**src/rtl/engt_pkg.sv**
```systemverilog
package engt_pkg;
  // Control-to-datapath strobes for the timeout counter.
  typedef struct packed {
    logic load;  // restore the reload preload
    logic dec;   // take one counting tick
  } engt_strobe_t;
endpackage

```
**src/rtl/engt_datapath.sv**
```systemverilog
module engt_datapath
  import engt_pkg::*;
#(
  parameter int BYTE_W    = 8,
  parameter int NUM_BYTES = 2,
  parameter int RELOAD    = 36621
) (
  input  logic         clk,
  input  logic         rstN,
  input  engt_strobe_t strb,
  output logic         expireNow
);
  localparam int CNT_W = BYTE_W * NUM_BYTES;
  localparam int TOP_SHIFT = BYTE_W * (NUM_BYTES - 1);
  // Top byte is preloaded one higher so that expiry shows as top byte reaching zero.
  localparam logic [CNT_W-1:0] PRELOAD = CNT_W'(RELOAD) + (CNT_W'(1) << TOP_SHIFT);

  logic [BYTE_W-1:0] byteQ   [NUM_BYTES];
  logic [BYTE_W-1:0] byteDec [NUM_BYTES];
  logic [NUM_BYTES:0] borrow;
  logic [CNT_W-1:0] cntFlat;

  assign borrow[0] = strb.dec;

  for (genvar g = 0; g < NUM_BYTES; g++) begin : g_stage
    assign byteDec[g] = byteQ[g] - BYTE_W'(1);
    // A stage passes the borrow upward when it steps down onto zero.
    assign borrow[g+1] = borrow[g] && (byteDec[g] == '0);
    assign cntFlat[g*BYTE_W +: BYTE_W] = byteQ[g];

    always_ff @(posedge clk) begin
      if (!rstN) begin
        byteQ[g] <= PRELOAD[g*BYTE_W +: BYTE_W];
      end else if (strb.load) begin
        byteQ[g] <= PRELOAD[g*BYTE_W +: BYTE_W];
      end else if (borrow[g]) begin
        byteQ[g] <= byteDec[g];
      end
    end
  end

  assign expireNow = borrow[NUM_BYTES];

  // without a strobe the count holds
  a_r4_hold_count: assert property (@(posedge clk) disable iff (!rstN)
    (!strb.load && !strb.dec) |=> $stable(cntFlat));
  // a counting tick never reaches an already expired counter
  a_r7_no_underflow: assert property (@(posedge clk) disable iff (!rstN)
    strb.dec |-> (cntFlat[CNT_W-1 -: BYTE_W] != '0));
  // a load restores the full preload
  a_r3_reload_value: assert property (@(posedge clk) disable iff (!rstN)
    strb.load |=> (cntFlat == PRELOAD));
endmodule

```
**src/rtl/engt_ctrl.sv**
```systemverilog
module engt_ctrl
  import engt_pkg::*;
(
  input  logic         clk,
  input  logic         rstN,
  input  logic         slowTick,
  input  logic         engToggle,
  input  logic         engLevel,
  input  logic         brakeOn,
  input  logic         hazardOn,
  input  logic         expireNow,
  output engt_strobe_t strb,
  output logic         engineOn,
  output logic         timeoutEvt
);
  logic idleQualified;

  // Counting needs an engine still marked on, input low, and no lamp activity.
  assign idleQualified = engineOn && !engLevel && !brakeOn && !hazardOn;

  always_comb begin
    strb.load = engToggle;
    strb.dec  = !engToggle && slowTick && idleQualified;
  end

  always_ff @(posedge clk) begin
    if (!rstN) begin
      engineOn   <= 1'b0;
      timeoutEvt <= 1'b0;
    end else begin
      timeoutEvt <= 1'b0;
      if (engToggle) begin
        if (engLevel) engineOn <= 1'b1;
      end else if (expireNow) begin
        engineOn   <= 1'b0;
        timeoutEvt <= 1'b1;
      end
    end
  end

  // the event lasts one cycle
  a_r6_single_pulse: assert property (@(posedge clk) disable iff (!rstN)
    timeoutEvt |=> !timeoutEvt);
  // the event comes with the engine bit falling
  a_r6_evt_clears_engine: assert property (@(posedge clk) disable iff (!rstN)
    $rose(timeoutEvt) |-> ($fell(engineOn)));
  // high engine input blocks expiry
  a_r4_level_blocks: assert property (@(posedge clk) disable iff (!rstN)
    engLevel |=> !timeoutEvt);
  // brake or hazard blocks expiry
  a_r9_lamps_block: assert property (@(posedge clk) disable iff (!rstN)
    (brakeOn || hazardOn) |=> !timeoutEvt);
  // rising toggle turns the engine bit on
  a_r2_rise_sets: assert property (@(posedge clk) disable iff (!rstN)
    (engToggle && engLevel) |=> engineOn);
  // a toggle cycle never produces an event
  a_r8_toggle_priority: assert property (@(posedge clk) disable iff (!rstN)
    engToggle |=> !timeoutEvt);
endmodule

```
**src/rtl/engine_idle_timer.sv**
```systemverilog
module engine_idle_timer
  import engt_pkg::*;
#(
  parameter int TIMEOUT_TICKS = 36621,
  parameter int SHRINK        = 0,
  parameter int BYTE_W        = 8,
  parameter int NUM_BYTES     = 2
) (
  input  logic clk,
  input  logic rstN,
  input  logic slowTick,
  input  logic engToggle,
  input  logic engLevel,
  input  logic brakeOn,
  input  logic hazardOn,
  output logic engineOn,
  output logic timeoutEvt
);
  localparam int RELOAD = TIMEOUT_TICKS >> SHRINK;

  engt_strobe_t strb;
  logic expireNow;

  engt_ctrl ctrl_i (
    .clk(clk), .rstN(rstN), .slowTick(slowTick), .engToggle(engToggle),
    .engLevel(engLevel), .brakeOn(brakeOn), .hazardOn(hazardOn),
    .expireNow(expireNow), .strb(strb), .engineOn(engineOn),
    .timeoutEvt(timeoutEvt)
  );

  engt_datapath #(.BYTE_W(BYTE_W), .NUM_BYTES(NUM_BYTES), .RELOAD(RELOAD)) dp_i (
    .clk(clk), .rstN(rstN), .strb(strb), .expireNow(expireNow)
  );
endmodule

```
**config.mk**
```make
export PLATFORM = sky130hd
export DESIGN_NAME = engine_idle_timer
export DESIGN_NICKNAME = d
export VERILOG_FILES = /design/src/rtl/engt_pkg.sv /design/src/rtl/engt_datapath.sv /design/src/rtl/engt_ctrl.sv /design/src/rtl/engine_idle_timer.sv
export SDC_FILE = /design/constraint.sdc
export NUM_CORES = 1
export LEC_CHECK = 0
export BUFFER_PORTS_ARGS = -buffer_cell sky130_fd_sc_hd__buf_2
export CORE_ASPECT_RATIO = 1.2
export CORE_MARGIN = 2
export CORE_UTILIZATION = 61
export DETAILED_ROUTE_END_ITERATION = 10
export GPL_TIMING_DRIVEN = 1
export HOLD_SLACK_MARGIN = 0.08
export PLACE_DENSITY = 0.81
export SETUP_SLACK_MARGIN = 0.02
export SKIP_LAST_GASP = 1
export SYNTH_ARGS = -nofsm -noshare
export SYNTH_HDL_FRONTEND = slang
export SYNTH_SLANG_ARGS = --single-unit
```
**constraint.sdc**
```tcl
create_clock -name clk -period 6.1 [get_ports clk]
set_clock_uncertainty 0.1 [all_clocks]
set_input_delay 1.22 -clock clk [delete_from_list [all_inputs] [get_ports clk]]
set_output_delay 1.22 -clock clk [all_outputs]
set_load 0.02 [all_outputs]
```
Word-level counts from Yosys, hierarchy flattened
Memory sizes are Yosys's and may differ from the RTL's.
Cells that the tools add are included.
- bits in registers: 2
- memory bits (writable): 16
- input port bits: 7
- output and inout port bits: 2
- word-level logic and storage cells: 47
- memories kept: 1
- memory list (name ; depth ; bits a word ; rd ports ; clocked after Yosys merged registers in ; wr ports ; line ; source):
    dp_i.byteQ ; 2 ; 8 ; 2 ; 0 ; 2 ; engt_datapath.sv:18 ; logic [BYTE_W-1:0] byteQ [NUM_BYTES];
- add/subtract/negate cells: 2
- equal/unequal tests: 1
- multiplexer cells: 20
- bitwise operators: 5
- reductions and logical operators: 16
- operators by type and width (kind ; count):
    8-bit 2-to-1 mux ; 4
    8-bit zero test ; 2
    1-bit 2-to-1 mux ; 16
    8-bit by 1-bit subtractor with 8-bit output (second input constant) ; 2
    1-bit logical AND ; 7
    1-bit zero test ; 4
    1-bit bitwise OR ; 4
    2-bit by 1-bit != test with 1-bit output (second input constant) ; 1
    2-bit AND reduction ; 1
    2-bit nonzero test ; 1
    2-bit OR reduction ; 1
    1-bit NOT ; 1

Longest topological paths before layout
Gate-level depths: netlist of the first run.
- word-level depth: 11
- depth in mapped cells: 6
- depth with buffers taken out: 6

Hierarchy
A second synthesis of the first run with hierarchy kept.
- cells, all modules: 104
- area total of the unflattened synthesis: 1066.0 um2
- by module, submodules not included (module ; times used ; cells each ; area an instance (um2) ; seq. area each (um2)):
    engt_datapath ; 1 ; 94 ; 970.9 ; 480.5
    engt_ctrl ; 1 ; 10 ; 95.1 ; 40.0

Worst setup path after synthesis of the first run
No wires, ideal clock.
- path type: in2reg
- start point: in engLevel
- end point: mem dp_i.byteQ[1][0], enable pin
- setup time: 0.374 ns
- arrival time: 2.387 ns
- data required time: 5.626 ns
- slack: 3.239 ns
- stages: 4
- buffers on the path: 0
- path through: and4bb_2 > and2_1 > nand4_1 > o21ai_1
- RTL lines (element ; line ; source):
    start: declaration ; engine_idle_timer.sv:13 ; input logic engLevel,
    end: declaration ; engt_datapath.sv:18 ;

==> out/results.ini, run 1 <==
[synth]
netlist.area_leader.share_pct = 46.5
synth_area_leaders = edfxtp_1 47%, xnor2_1 5.9%, nor4_1 5.5%
ys_seq_elements = 18
syn_nets = 103
synth_top_cell_by_area = edfxtp_1
synth_edf_count = 16
yosysWarnings = 0
yosysUniqueCellTypes = 30
async_flop_share_pct = 0
avgSynthCellArea_sq_um = 11.2
synth_most_common_cell = edfxtp_1
postSynthCellCount = 92
ys_top_cells_by_count = 16 x edfxtp_1, 10 x nor2_1, 9 x nor4_1, 7 x nand2_1, 7 x xnor2_1
yosysSeqAreaShare_pct = 50.4
syn_area_sq_um = 1030
synthFlopType = edfxtp_1

[global_routing]
grt_pass1_vias = 735
grt_max_degree = 12
grt_pass1_wl_mm = 3.26
grt_overflow = 0
track_usage_pct = 21.4
antenna_found_initial = 0

[die]
rows = 16
fp.dieH_um = 49.1
ioPinCount = 9
fp.coreArea_sq_um = 1600
dieArea_sq_um = 2040
start_util_pct = 64.5
fp.dieW_um = 41.6

[setup_path]
cp_max_fo = 10
crit_required_ns = 5.93
r2r_slack_ns = 3.39
cp-startpoint = engToggle
critPathKind = primary input to register
endpoint = dp_i.byteQ[1][2]
worstSetupEndpointType = register
startpoint_type = primary input
worstReg2RegStart = dp_i.byteQ[0][1]
arrival_ns = 2.78
reg2reg_to = dp_i.byteQ[1][2]
reg2reg_depth = 6

[routing]
drtPass1Iterations = 5
drtIter0Drc = 38
wl_per_cell_um = 15.5
drc = 0
ant_nets = 0
viasPerCell = 6.26
wl_mm = 1.87
dr_total_vias = 757

[clock_network]
cts_buffers = 3
cts_resized = 0
ctsHoldBuffers = 0
clkLatencyLatePin_ns = 0.29
cts.sinks = 18
root_buffer = clkbuf_4
tritoncts = built
post_cts_buffers = 0
clockBufferDepth = 2
htree_levels = 1
clk_pin_slew_ns = 0.10

[final_layout]
utilization_pct = 70.4
multi_input_area_sq_um = 489
final_cells = 121
final_area_sq_um = 1130
fillerInstances = 117
seq_area_sq_um = 520
layout-drive-gt1-share_pct = 16.5
num_antenna_cells = 0
syn_to_final_growth_pct = 9.21
nNetsFinal = 115

[power]
power_density_nw_per_um2 = 206
finalPower_uw = 232
ir_drop_mv = 0.153
leakagePower_nw = 0.382

[place]
place.gp.congestion = 0.794
dp_slack_ns = 2.87
placed_area_sq_um = 1090
dp.cells = 117
place_hpwl_mm = 1.48
io_buffers = 8

[timing]
min_period_ns = 2.95
setup_slack_ns = 3.15
worst_slew_pin_slew_ns = 0.660
rsz0062_at_grt = no
period_share_pct = 48.4
finalHoldWorstSlack_ns = 0.506
setup_viol = 0
hold_viol_final = 0
slew_headroom_pct = 55.7
finalSetupTns_ns = 0
finalMaxSlewViolations = 0
clock.fmax_mhz = 339

[worst_hold_path]
hp-start = ctrl_i.engineOn
hold_path.class = register to register

[flow_run]
maxCapViolations = 0

[outcome]
status = completed

==> how the worst min path moves through the flow <==
stage,cells after the start,endpoint
CTS,3,ctrl_i.engineOn
finish,3,ctrl_i.engineOn
detailed placement,3,ctrl_i.engineOn
global route,3,ctrl_i.engineOn
global placement,3,ctrl_i.engineOn
floorplan,1,dp_i.byteQ[0][0]
==> report_power, final <==
group          switching [mW]  internal [mW]  total [mW]
clock network          0.0347         0.0363      0.0711
logic                  0.0122        0.00832      0.0206
registers             0.00352          0.137       0.141
==> cells by family after synthesis <==
logic type,after synthesis,synth area share (%)
simple gates,48,29.2
flops,18,50.4
xor+xnor,9,7.64
compound gates,7,5.70
buf+inv,6,2.18
fa+ha+maj,4,4.85
==> worst max-delay path, cell delays in order <==
cell      delay, ns
buf_2          0.12
and4bb_2       0.31
and2_1         0.15
nand4_1        0.31
o21ai_1        0.66
==> final cells by class <==
type	instances	share of cell area, %
Clock buffer	4	3.22
Inverter	5	1.66
Multi-Input combinational cell	68	43.4
Sequential cell	18	46.2
Tap cell	18	2.00
Timing Repair Buffer	8	3.55
==> sequential cells by signal, summed over array words and instances (netlist names) <==
register and cells:
ctrl_i.timeoutEvt 1, ctrl_i.engineOn 1, dp_i.byteQ 16
==> cells in the final DEF, fill, tap and decap left out, types with 3 or more instances in the layout <==
| master | synthesis | layout |
|---|---|---|
| buf_2 | 0 | 8 |
| clkbuf_4 | 0 | 3 |
| edfxtp_1 | 16 | 16 |
| ha_1 | 4 | 4 |
| inv_1 | 5 | 5 |
| nand2_1 | 7 | 7 |
| nor2_1 | 10 | 10 |
| nor4_1 | 9 | 9 |
| or4_1 | 4 | 4 |
| xnor2_1 | 7 | 7 |
==> layer usage <==
metal,part of all wire (%),global-route usage (%),wire [um]
met1,41,25.9,775
met2,52,37.0,979
met3,4.2,3.33,79
met4,2.0,9.68,38
met5,0,0,0
(Power assumes the default switching activity.)
==> run 2: changes to the inputs <==
Settings changed: CORE_UTILIZATION 61 to 57, PLACE_DENSITY 0.81 to 0.77.
Clock period 6.1 ns to 3.05 ns, I/O delays scaled along.
==> out/results.ini, run 2 (same netlist as run 1, synthesis figures left out) <==
[timing]
setup_viol = 0  ; unchanged
min_period_ns = 2.50
clock.fmax_mhz = 400
finalSetupTns_ns = 0  ; unchanged
worst_slew_pin_slew_ns = 0.393  ; was 0.660 ns
period_share_pct = 81.9
hold_viol_final = 0  ; unchanged
rsz0062_at_grt = no  ; unchanged
slew_headroom_pct = 73.4  ; was 55.7%
finalMaxSlewViolations = 0  ; unchanged

[worst_hold_path]
hp-start = rstN  ; was ctrl_i.engineOn
hold_path.class = primary input to register  ; was register to register

[flow_run]
maxCapViolations = 0  ; unchanged

[die]
fp.dieH_um = 50.6  ; was 49.1 um
fp.coreArea_sq_um = 1660  ; was 1600 sq um
rows = 16  ; unchanged
ioPinCount = 9  ; unchanged
dieArea_sq_um = 2170  ; was 2040 sq um
start_util_pct = 62.1  ; was 64.5%
fp.dieW_um = 42.8  ; was 41.6 um

[setup_path]
worstReg2RegStart = dp_i.byteQ[0][0]  ; was dp_i.byteQ[0][1]
crit_chain = inv_1 > ha_1 > or3b_1 > o21ai_1 > nand4_4 > or4_1  ; was buf_2 > and4bb_2 > and2_1 > nand4_1 > o21ai_1
crit_required_ns = 2.99  ; was 5.93 ns
cp-startpoint = dp_i.byteQ[0][0]  ; was engToggle
cp_max_fo = 10  ; unchanged
startpoint_type = register  ; was primary input
worstSetupEndpointType = register  ; unchanged
cp_slowest_stage_delay_ns = 0.50  ; was 0.66 ns
cp_slowest_cell = or4_1  ; was o21ai_1
arrival_ns = 2.43  ; was 2.78 ns
critPathKind = register to register  ; was primary input to register

[routing]
drtIter0Drc = 1  ; was 38
wl_mm = 1.78  ; was 1.87 mm
wl_per_cell_um = 14.6  ; was 15.5 um
ant_nets = 0  ; unchanged
drc = 0  ; unchanged
drtPass1Iterations = 3  ; was 5
viasPerCell = 5.99  ; was 6.26
dr_total_vias = 731  ; was 757

[global_routing]
grt_pass1_wl_mm = 3.02  ; was 3.26 mm
antenna_found_initial = 0  ; unchanged
track_usage_pct = 18.6  ; was 21.4%
grt_overflow = 0  ; unchanged
grt_max_degree = 12  ; unchanged
grt_pass1_vias = 722  ; was 735

[place]
place.gp.congestion = 0.767  ; was 0.794
io_buffers = 8  ; unchanged
place_hpwl_mm = 1.40  ; was 1.48 mm

[final_layout]
final_common_cell = edfxtp_1  ; unchanged
layout-drive-gt1-share_pct = 17.3  ; was 16.5%
fillerInstances = 131  ; was 117
seq_area_sq_um = 520  ; unchanged
final_cell_mix = 16 x edfxtp_1, 10 x nor2_1, 9 x nor4_1  ; unchanged
utilization_pct = 68.3  ; was 70.4%
nNetsFinal = 116  ; was 115
syn_to_final_growth_pct = 9.94  ; was 9.21%
top_regs = dp_i.byteQ (16), ctrl_i.engineOn (1), ctrl_i.timeoutEvt (1)  ; unchanged
num_antenna_cells = 0  ; unchanged
largest_reg_flops = 16  ; unchanged
multi_input_area_sq_um = 489  ; unchanged
top_register = dp_i.byteQ  ; unchanged

[clock_network]
htree_levels = 1  ; unchanged
cts_buffers = 3  ; unchanged
cts.sinks = 18  ; unchanged
root_buffer = clkbuf_4  ; unchanged
clkLatencyLatePin_ns = 0.29  ; about the same
ctsHoldBuffers = 0  ; unchanged
tritoncts = built  ; unchanged
cts_resized = 0  ; unchanged
clockBufferDepth = 2  ; unchanged
post_cts_buffers = 0  ; unchanged
clk_pin_slew_ns = 0.10  ; about the same

[power]
power_density_nw_per_um2 = 410  ; was 206 nW/um^2
seqPwrFrac_pct = 60.4  ; was 60.6%
leakagePower_nw = 0.387  ; was 0.382 nW
swShare_pct = 21.7  ; about the same
ir_drop_mv = 0.288  ; was 0.153 mV
p_int_uw = 364  ; was 182 uW
p_switching_uw = 101  ; was 50.5 uW
combPwrFrac_pct = 9.0  ; was 8.8%
pwr-share-clk_pct = 30.6  ; about the same

[outcome]
status = completed  ; unchanged

-- run 2: area by class of cell --
| cell class | instances | area share (%) |
|---|---|---|
| Sequential cell | 18 | 45.9 |
| Clock buffer | 4 | 3.20 |
| Multi-Input combinational cell | 68 | 43.1 |
| Tap cell | 18 | 1.98 |
| Inverter | 5 | 1.65 |
| Timing Repair Buffer | 9 | 4.19 |
-- run 2: final timing paths --
check                     end  slack [ns]  cells past startpoint
min reg2reg   ctrl_i.engineOn        0.51                      3
min           ctrl_i.engineOn        0.46                      3
max reg2reg  dp_i.byteQ[1][7]        0.55                      6
max          dp_i.byteQ[1][7]        0.55                      6
-- run 2: metal layers --
metal  global-route usage (%)  up-vias  part of all wire, %
li1                         -      375                    -
met1                     21.9      339                   45
met2                     32.1       11                   51
met3                     2.52        6                  2.3
met4                     10.4        0                  2.4
met5                        0        -                    0
-- run 2: through the flow --
stage | setup slack (ns) | std cells | cell area, sq um | hold slack [ns] | power, mW
after floorplan | 0.645 | 92 | 1030 | 0.488 | 0.315
after global placement | 0.597 | 118 | 1100 | 0.489 | 0.328
after detailed placement | 0.560 | 118 | 1100 | 0.489 | 0.329
after CTS | 0.549 | 122 | 1130 | 0.455 | 0.468
after global routing | 0.409 | 122 | 1130 | 0.454 | 0.481
final | 0.552 | 122 | 1130 | 0.463 | 0.465
-- run 2: worst max-delay path: cells and delay by family (launching register included) --
family / cells / cell delay (ns)
AO/OA/AOI/OAI: 1 / 0.31
flip-flops: 1 / 0.46
buffers and inverters: 1 / 0.09
adder cells (fa/ha/maj): 1 / 0.17
AND/OR/NAND/NOR: 3 / 1.12
-- run 2: power by group through the flow --
stage	clock network [mW]	registers [mW]	logic, mW
2_1_floorplan	0	0.286	0.0283
3_3_place_gp	0	0.286	0.0411
3_5_place_dp	0	0.287	0.0418
4_1_cts	0.145	0.281	0.0421
5_1_grt	0.152	0.282	0.0468
6_report	0.142	0.281	0.0421
==> run 3: changes to the inputs <==
Settings changed: ABC_AREA set to 1, CORE_UTILIZATION 57 to 52, PLACE_DENSITY 0.77 to 0.73.
Clock period 3.05 ns to 2.29 ns, I/O delays scaled along.
==> out/results.ini, run 3 <==
[setup_path]
startpoint_type = register  ; unchanged
critPathKind = register to register  ; unchanged
cp_slowest_stage_delay_ns = 0.43  ; was 0.50 ns
crit_chain = inv_1 > ha_1 > inv_1 > nor2_2 > nand3_1 > nand2_1 > nand2_1 > nor2_4 > nand3_2 > nand2_2  ; was inv_1 > ha_1 > or3b_1 > o21ai_1 > nand4_4 > or4_1
r2r_slack_ns = 0.22  ; was 0.55 ns
cp_max_fo = 8  ; was 10
crit_required_ns = 2.19  ; was 2.99 ns
reg2reg_to = dp_i.byteQ[1][0]  ; was dp_i.byteQ[1][7]
worstSetupEndpointType = register  ; unchanged
cp_num_buf_inv = 2  ; was 1
arrival_ns = 1.97  ; was 2.43 ns
cp_slowest_cell = edfxtp_1  ; was or4_1
reg2reg_depth = 10  ; was 6
cp_top_family = simple AND/OR/NAND/NOR gates  ; unchanged
worstReg2RegStart = dp_i.byteQ[0][0]  ; unchanged

[synth]
netlist.area_leader.share_pct = 42.5  ; was 46.5%
synthFlopType = edfxtp_1  ; unchanged
async_flop_share_pct = 0  ; unchanged
syn_area_sq_um = 1130  ; was 1030 sq um
avgSynthCellArea_sq_um = 7.64  ; was 11.2 sq um
yosysUniqueCellTypes = 18  ; was 30
synth_most_common_cell = nand2_1  ; was edfxtp_1
yosysSeqAreaShare_pct = 46.0  ; was 50.4%
postSynthCellCount = 148  ; was 92
syn_nets = 159  ; was 103
synth_area_leaders = edfxtp_1 42%, nand2_1 15%, inv_1 8.6%  ; was edfxtp_1 47%, xnor2_1 5.9%, nor4_1 5.5%
ys_seq_elements = 18  ; unchanged
yosysWarnings = 0  ; unchanged
ys_top_cells_by_count = 45 x nand2_1, 26 x inv_1, 25 x nor2_1, 16 x edfxtp_1, 10 x nand3_1  ; was 16 x edfxtp_1, 10 x nor2_1, 9 x nor4_1, 7 x nand2_1, 7 x xnor2_1
synth_top_cell_by_area = edfxtp_1  ; unchanged
synth_edf_count = 16  ; unchanged

[die]
dieArea_sq_um = 2570  ; was 2170 sq um
fp.dieH_um = 55.1  ; was 50.6 um
rows = 18  ; was 16
fp.dieW_um = 46.6  ; was 42.8 um
ioPinCount = 9  ; unchanged
start_util_pct = 55.2  ; was 62.1%
fp.coreArea_sq_um = 2050  ; was 1660 sq um

[place]
place_hpwl_mm = 1.70  ; was 1.40 mm
dp_slack_ns = 0.137  ; was 0.560 ns
io_buffers = 8  ; unchanged
dp.cells = 186  ; was 118
placed_area_sq_um = 1210  ; was 1100 sq um
place.gp.congestion = 0.822  ; was 0.767

[timing]
setup_slack_ns = 0.219  ; was 0.552 ns
hold_viol_final = 0  ; unchanged
period_share_pct = 90.4  ; was 81.9%
rsz0062_at_grt = no  ; unchanged
worst_slew_pin_slew_ns = 0.349  ; was 0.393 ns
finalSetupTns_ns = 0  ; unchanged
finalMaxSlewViolations = 0  ; unchanged
finalHoldWorstSlack_ns = 0.358  ; was 0.463 ns
min_period_ns = 2.07  ; was 2.50 ns
setup_viol = 0  ; unchanged
slew_headroom_pct = 76.7  ; was 73.4%
clock.fmax_mhz = 483  ; was 400 MHz

[worst_hold_path]
min_to = ctrl_i.engineOn  ; unchanged
hp-start = rstN  ; unchanged
hold_path.class = primary input to register  ; unchanged
worstHoldPathCells = 3  ; unchanged

[clock_network]
cts_buffers = 3  ; unchanged
htree_levels = 1  ; unchanged
clockBufferDepth = 2  ; unchanged
root_buffer = clkbuf_4  ; unchanged
tritoncts = built  ; unchanged
clk_pin_slew_ns = 0.10  ; about the same
cts_resized = 0  ; unchanged
cts.sinks = 18  ; unchanged
ctsHoldBuffers = 0  ; unchanged
clkLatencyLatePin_ns = 0.29  ; about the same
post_cts_buffers = 0  ; unchanged

[power]
power_density_nw_per_um2 = 478  ; was 410 nW/um^2
ir_drop_mv = 0.371  ; was 0.288 mV
p_switching_uw = 144  ; was 101 uW
leakagePower_nw = 0.561  ; was 0.387 nW
seqPwrFrac_pct = 62.9  ; was 60.4%
pwr-share-clk_pct = 27.1  ; was 30.6%
swShare_pct = 24.3  ; was 21.7%
combPwrFrac_pct = 10.0  ; was 9.0%
p_int_uw = 448  ; was 364 uW

[final_layout]
final_cells = 190  ; was 122
top_register = dp_i.byteQ  ; unchanged
largest_reg_flops = 16  ; unchanged
num_antenna_cells = 0  ; unchanged
top_regs = dp_i.byteQ (16), ctrl_i.engineOn (1), ctrl_i.timeoutEvt (1)  ; unchanged
layout-drive-gt1-share_pct = 15.6  ; was 17.3%
syn_to_final_growth_pct = 9.40  ; was 9.94%
final_common_cell = nand2_1  ; was edfxtp_1
nNetsFinal = 172  ; was 116
final_area_sq_um = 1240  ; was 1130 sq um
final_cell_mix = 44 x nand2_1, 26 x inv_1, 25 x nor2_1  ; was 16 x edfxtp_1, 10 x nor2_1, 9 x nor4_1

[global_routing]
grt_pass1_wl_mm = 3.22  ; was 3.02 mm
antenna_found_initial = 0  ; unchanged
grt_max_degree = 11  ; was 12
grt_overflow = 0  ; unchanged
track_usage_pct = 18.1  ; was 18.6%
grt_pass1_vias = 852  ; was 722

[routing]
viasPerCell = 4.67  ; was 5.99
dr_total_vias = 887  ; was 731
drtIter0Drc = 10  ; was 1
drc = 0  ; unchanged
wl_mm = 2.04  ; was 1.78 mm
wl_per_cell_um = 10.7  ; was 14.6 um
drtPass1Iterations = 4  ; was 3
ant_nets = 0  ; unchanged

[flow_run]
maxCapViolations = 0  ; unchanged

[outcome]
status = completed  ; unchanged

## run 3: kinds of logic after synthesis
kind of cell,synth area share (%)
AO/OA/AOI/OAI,0.885
XOR/XNOR,0.774
adder cells (fa/ha/maj),4.42
buffers and inverters,9.62
flip-flops,46.0
AND/OR/NAND/NOR,38.3
## run 3: worst max path at each step
stage                           from          endpoint  slack, ns  cells after the start
floorplan           dp_i.byteQ[0][0]  dp_i.byteQ[1][0]       0.31                     10
global placement    dp_i.byteQ[0][0]  dp_i.byteQ[1][6]       0.21                     10
detailed placement  dp_i.byteQ[0][0]  dp_i.byteQ[1][7]       0.14                     10
CTS                 dp_i.byteQ[0][0]  dp_i.byteQ[1][1]       0.12                     10
global route        dp_i.byteQ[0][0]  dp_i.byteQ[1][1]       0.07                     10
finish              dp_i.byteQ[0][0]  dp_i.byteQ[1][0]       0.22                     10
## run 3: through the flow
step / power (mW) / utilization (%)
6_report: 0.591 / 60.4
5_1_grt: 0.612 / 60.4
4_1_cts: 0.596 / 60.3
3_5_place_dp: 0.438 / 59.0
3_3_place_gp: 0.436 / 59.0
2_1_floorplan: 0.420 / -
## run 3: cell type report
class,count,area [sq um]
fillers,192,812
flip-flops and latches,18,520
multi-input cells,101,504
inverters,29,109
repair buffers,8,40.0
well taps,30,37.5
clock buffers,3,22.5
clock inverters,1,3.75
## run 3: power by group through the flow
stage	Combinational, mW	Clock [mW]	Sequential [mW]
2_1_floorplan	0.0400	0	0.380
5_1_grt	0.0676	0.171	0.373
3_5_place_dp	0.0586	0	0.380
4_1_cts	0.0590	0.165	0.372
3_3_place_gp	0.0564	0	0.379
6_report	0.0589	0.160	0.372
## run 3: routing by layer
metal	part of all wire, %	GRT usage [%]	up-vias	wire length (um)
met2	54	36.1	12	1100
li1	-	-	481	-
met4	2.9	11.0	0	59
met1	41	16.8	387	836
met3	2.0	1.95	7	40
met5	0	0	-	0
## run 3: tightest hold or removal path, cell delays in order
cell and delay, ns:
buf_2 0.14, nand2_1 0.08, nor2_1 0.05
